[src/rtl/vid_pkg.sv]
package vid_pkg;
  typedef enum logic [1:0] {
    ST_IDLE = 2'd0,
    ST_PASS = 2'd1,
    ST_RESP = 2'd2,
    ST_HOLD = 2'd3
  } ack_st_t;
endpackage

[src/rtl/vid_sync.sv]
module vid_sync #(
  parameter int W = 8,
  parameter int STAGES = 2,
  parameter logic [W-1:0] RST_VAL = '1
) (
  input  logic         clk,
  input  logic         rst,
  input  logic [W-1:0] d,
  output logic [W-1:0] q
);
  logic [STAGES-1:0][W-1:0] stg;

  always_ff @(posedge clk) begin
    if (rst) begin
      for (int i = 0; i < STAGES; i++) stg[i] <= RST_VAL;
    end else begin
      stg[0] <= d;
      for (int i = 1; i < STAGES; i++) stg[i] <= stg[i-1];
    end
  end

  assign q = stg[STAGES-1];
endmodule

[src/rtl/vid_pend.sv]
module vid_pend (
  input  logic clk,
  input  logic rst,
  input  logic req,
  input  logic arm,
  input  logic clr,
  output logic pend
);
  always_ff @(posedge clk) begin
    if (rst)            pend <= 1'b0;
    else if (clr)       pend <= 1'b0;
    else if (arm & req) pend <= 1'b1;
  end
endmodule

[src/rtl/vid_ack_fsm.sv]
module vid_ack_fsm
  import vid_pkg::*;
#(
  parameter int LVL_W = 3,
  parameter int DTACK_DLY = 3
) (
  input  logic             clk,
  input  logic             rst,
  input  logic             as_act,
  input  logic             ds_act,
  input  logic             iack_act,
  input  logic             iackin_act,
  input  logic [LVL_W-1:0] lvl_bus,
  input  logic [LVL_W-1:0] lvl_cfg,
  input  logic             pend,
  output logic             arm,
  output logic             clr,
  output logic             iackout_n,
  output logic             vec_en_n,
  output logic             dtack_n
);
  localparam int CW = (DTACK_DLY < 2) ? 1 : $clog2(DTACK_DLY);
  localparam logic [CW-1:0] CNT_LAST = CW'(DTACK_DLY - 1);

  ack_st_t st_q, st_d;
  logic [CW-1:0] cnt_q, cnt_d;
  logic ack_cyc, hit;

  assign ack_cyc = as_act & iack_act & iackin_act;
  assign hit     = pend & (lvl_bus == lvl_cfg);

  always_comb begin
    st_d  = st_q;
    cnt_d = cnt_q;
    case (st_q)
      ST_IDLE: begin
        if (ack_cyc) begin
          if (!hit) begin
            st_d = ST_PASS;
          end else if (ds_act) begin
            st_d  = ST_RESP;
            cnt_d = '0;
          end
        end
      end
      ST_PASS: if (!iackin_act) st_d = ST_IDLE;
      ST_RESP: begin
        if (!as_act)               st_d = ST_IDLE;
        else if (cnt_q == CNT_LAST) st_d = ST_HOLD;
        else                        cnt_d = cnt_q + 1'b1;
      end
      ST_HOLD: if (!as_act && !ds_act) st_d = ST_IDLE;
      default: st_d = ST_IDLE;
    endcase
  end

  always_ff @(posedge clk) begin
    if (rst) begin
      st_q      <= ST_IDLE;
      cnt_q     <= '0;
      iackout_n <= 1'b1;
      vec_en_n  <= 1'b1;
      dtack_n   <= 1'b1;
    end else begin
      st_q      <= st_d;
      cnt_q     <= cnt_d;
      iackout_n <= (st_d != ST_PASS);
      vec_en_n  <= !((st_d == ST_RESP) || (st_d == ST_HOLD));
      dtack_n   <= (st_d != ST_HOLD);
    end
  end

  assign arm = (st_q == ST_IDLE);
  assign clr = (st_q == ST_HOLD);


  dtack_after_vec_chk: assert property (@(posedge clk) disable iff (rst)
    $fell(dtack_n) |-> !$past(vec_en_n));


  chain_release_chk: assert property (@(posedge clk) disable iff (rst)
    ($fell(iackin_act) && !iackout_n) |=> iackout_n);


  no_iack_quiet_chk: assert property (@(posedge clk) disable iff (rst)
    (!iack_act && arm) |=> (iackout_n && vec_en_n && dtack_n));
endmodule

[src/rtl/vme_irq_daisy.sv]
module vme_irq_daisy #(
  parameter int LVL_W = 3,
  parameter int DTACK_DLY = 3,
  parameter int SYNC_STAGES = 2
) (
  input  logic             clk,
  input  logic             rst,
  input  logic             local_req,
  input  logic [LVL_W-1:0] level_cfg,
  input  logic             as_n,
  input  logic             ds0_n,
  input  logic             ds1_n,
  input  logic             iack_n,
  input  logic             iackin_n,
  input  logic [LVL_W-1:0] addr_lvl,
  output logic             irq_n,
  output logic             iackout_n,
  output logic             vec_en_n,
  output logic             dtack_n
);
  localparam int SW = LVL_W + 5;

  logic [SW-1:0] raw, syn;
  logic pend, arm, clr;

  assign raw = {addr_lvl, iackin_n, iack_n, ds1_n, ds0_n, as_n};

  vid_sync #(.W(SW), .STAGES(SYNC_STAGES), .RST_VAL({SW{1'b1}})) u_sync (
    .clk(clk), .rst(rst), .d(raw), .q(syn)
  );

  vid_pend u_pend (
    .clk(clk), .rst(rst), .req(local_req), .arm(arm), .clr(clr), .pend(pend)
  );

  vid_ack_fsm #(.LVL_W(LVL_W), .DTACK_DLY(DTACK_DLY)) u_fsm (
    .clk(clk), .rst(rst),
    .as_act(!syn[0]),
    .ds_act(!syn[1] || !syn[2]),
    .iack_act(!syn[3]),
    .iackin_act(!syn[4]),
    .lvl_bus(syn[SW-1:5]),
    .lvl_cfg(level_cfg),
    .pend(pend),
    .arm(arm), .clr(clr),
    .iackout_n(iackout_n), .vec_en_n(vec_en_n), .dtack_n(dtack_n)
  );

  assign irq_n = !pend;


  reset_idle_chk: assert property (@(posedge clk)
    $past(rst) |-> (irq_n && iackout_n && vec_en_n && dtack_n));


  irq_release_chk: assert property (@(posedge clk) disable iff (rst)
    $fell(dtack_n) |=> ##1 irq_n);


  vec_needs_pend_chk: assert property (@(posedge clk) disable iff (rst)
    $fell(vec_en_n) |-> !irq_n);


  pass_or_answer_chk: assert property (@(posedge clk) disable iff (rst)
    !(!vec_en_n && !iackout_n));
endmodule

[config.mk]
export PLATFORM = sky130hd
export DESIGN_NAME = vme_irq_daisy
export DESIGN_NICKNAME = d
export VERILOG_FILES = /design/src/rtl/vid_pkg.sv /design/src/rtl/vid_sync.sv /design/src/rtl/vid_pend.sv /design/src/rtl/vid_ack_fsm.sv /design/src/rtl/vme_irq_daisy.sv
export SDC_FILE = /design/constraint.sdc
export NUM_CORES = 1
export LEC_CHECK = 0
export BUFFER_PORTS_ARGS = -buffer_cell sky130_fd_sc_hd__buf_2
export CORE_UTILIZATION = 50
export CTS_CLUSTER_DIAMETER = 150
export CTS_CLUSTER_SIZE = 16
export DETAILED_ROUTE_END_ITERATION = 6
export PLACE_DENSITY = 0.75
export SYNTH_ARGS = -nofsm -noshare
export SYNTH_HDL_FRONTEND = slang
export SYNTH_SLANG_ARGS = --single-unit
[constraint.sdc]
create_clock -name clk -period 2.4 [get_ports clk]
set_clock_uncertainty 0.15 [all_clocks]
set_input_delay 0.48 -clock clk [delete_from_list [all_inputs] [get_ports clk]]
set_output_delay 0.48 -clock clk [all_outputs]
set_load 0.1 [all_outputs]
==> run metrics <==
die width=about 42 um; Critical R2R Launch=u_fsm.cnt_q[0]; die span in y=roughly 42 um; clock latency at the later pin of the worst-skew pair=between 0.2 and 0.3 ns; total power=between 0.6 and 0.7 mW; post-synthesis sequential area ratio=a little under 60%; Synth Instances=between 70 and 80; flop2flop setup slack=0.47 ns; number of library cell types mapped by synthesis=24; Ports=18; cell taking the most area after synthesis=dfxtp_1; slew margin rel.=68.0%; Setup crit start=u_fsm.cnt_q[0]; first-pass GRT wire length=~2.1 mm; clk root buf=clkbuf_4; most instantiated library cell after synthesis=dfxtp_1; min cycle time layout=around 1.9 ns; initial antenna violation count=0; synth cell count leaders=dfxtp_1, or2_2, nor2_1; fillcell total=133; vias in the first global route=533; hold_buf cts=0; Rows=14; largest net degree at the start of global routing=24; Nets=approximately 110; kind of critical path=flop to flop; GRT Resource Usage Total=15.8%; Area Overhead vs Synth=14.7%; via count=between 500 and 600; GR Overflow Total=0; Initial DRC Count=2; full die area=between 1500 and 2000 um2; IO Port Bufs=17; Async SR Flop Fraction=0%; Synth area leaders=dfxtp_1, or2_2, xnor2_1; DR pass1 iterations=4; Ant. Diodes=0; H-Tree Depth=1; Synth Flop Type=dfxtp_1; Routed WL per cell=between 10 and 15 um; Critical Path RT=2.43 ns; number of flops mapped to enable cells by yosys=0; drt drc=0; postcts setup bufs=0; Least-Margin Pin Slew=a little under 0.5 ns; total CTS buffers=3; Initial Util=between 50% and 60%; vias per inst=5.01; final period utilization=about 80%; Floorplan Core Area=around 1500 um2; crit path capture type=flop; final setup TNS=0 ns; static leakage=slightly below 0.4 nW; CTS tree=done; HP Start=iack_n; hold_ws=0.208 ns; GPL Wtd Cong=~0.67; largest buffer count on any clock path=2; Clock transition at path regs=0.11 ns; CP Cell Sequence=inv_1 > ha_1 > nand2b_1 > a21oi_1 > or3_1 > a21oi_2 > mux2_2; Pwr Density=about 660 nW/um2; Hold/Removal Path Class=input pin to flop; placed insts=between 100 and 150; Synth Net Count=just over 90; Yosys reg bits=24; synthesized area=~810 um2; status=finished clean; slowest CP cell=or3_1; max cap viols=0; share of layout cells above drive strength 1=between 40% and 50%; Final ANT Viol Nets=0; Ys Warns=0; CP max stage delay=approximately 0.41 ns; max-slew violation count=0; RSZ-0062 raised after global routing=false; max frequency=519 MHz; Max VDD drop=approximately 0.4 mV; Final Non-Filler Cells=~110; clk sink count=24; final wirelength=~1.2 mm; Synth top area share=59.0%; Final Setup Violations=0; final hold vios=0; Avg Inst Size Synth=10.6 um2; Max FO, Critical Path=3; post-cts resize count=0; WP data arrival=between 1.5 and 2 ns; Setup crit start kind=flop; dpl hpwl=856 um
-- layout make-up --
cell class / count / area [um2] / area share (%)
Clock buffer: 3 / 22.5 / 2.41
Inverter: 3 / 11.3 / 1.20
Multi-Input combinational cell: 48 / 315 / 33.7
Sequential cell: 24 / 480 / 51.4
Tap cell: 16 / 20.0 / 2.14
Timing Repair Buffer: 17 / 85.1 / 9.10
-- logic make-up (layout without fill, tap and decap cells) --
family / after synthesis / count (layout) / synth area share, %
AOI/OAI and AO/OA: 7 / 7 / 6.91
xor gates and xnor gates: 3 / 3 / 3.23
adders and majority gates: 1 / 1 / 1.54
buffers and inverters: 5 / 23 / 2.30
DFF: 24 / 24 / 59.0
muxes: 2 / 2 / 2.76
and+or+nand+nor: 35 / 35 / 24.3
-- critical path: cells and delay by family (launching register included) --
kind | cells | cell delay [ns]
muxes | 1 | 0.36
AOI/OAI and AO/OA | 2 | 0.25
buffers and inverters | 1 | 0.06
adders and majority gates | 1 | 0.19
and+or+nand+nor | 2 | 0.48
DFF | 1 | 0.35
-- cells in the final DEF, fill, tap and decap left out, drive strengths merged --
cell	n
or3	1
nor2b	1
nand3	2
xnor2	3
nor2	5
dfxtp	24
nand4	1
nand2	3
inv	3
buf	17
a21bo	1
mux2	2
nand2b	1
or2b	1
a211o	1
a21oi	2
ha	1
a22oi	1
nor3	3
clkbuf	3
and3b	1
a2bb2oi	1
or2	16
a31oi	1
-- through the flow --
step	utilization, %	worst slack, ns	instance area, um2
after global placement	60.5	0.392	912
after detailed placement	60.5	0.346	912
after floorplan	-	0.591	815
after CTS	62.0	0.486	935
after global routing	62.0	0.420	935
final	62.0	0.472	935
-- registers in the layout, indices dropped and copies added (netlist names) --
signal	flops
u_fsm.iackout_n	1
u_sync.stg	8
u_fsm.dtack_n	1
u_sync.q	8
u_fsm.cnt_q	2
u_fsm.st_q	2
u_pend.pend	1
u_fsm.vec_en_n	1
-- layer usage --
metal	wire length (um)	vias to the layer above	part of all wire, %	GRT usage, %
met5	0	-	0	0
met4	12	0	1.0	7.50
met1	520	253	44	16.9
li1	-	288	-	-
met2	620	13	52	28.6
met3	37	2	3.1	3.88
-- where the power goes --
group / internal [mW] / switching (mW) / leakage [nW]
Clock: 0.0583 / 0.0982 / 0.0138
Sequential: 0.412 / 0.00474 / 0.198
Combinational: 0.0215 / 0.0224 / 0.178
Total: 0.492 / 0.125 / 0.390
-- worst paths after layout --
check	to	depth (start not counted)
min	u_sync.stg[3]	2
min reg2reg	u_sync.q[0]	1
max	u_fsm.cnt_q[1]	7
max reg2reg	u_fsm.cnt_q[1]	7
(Power assumes the default switching activity.)
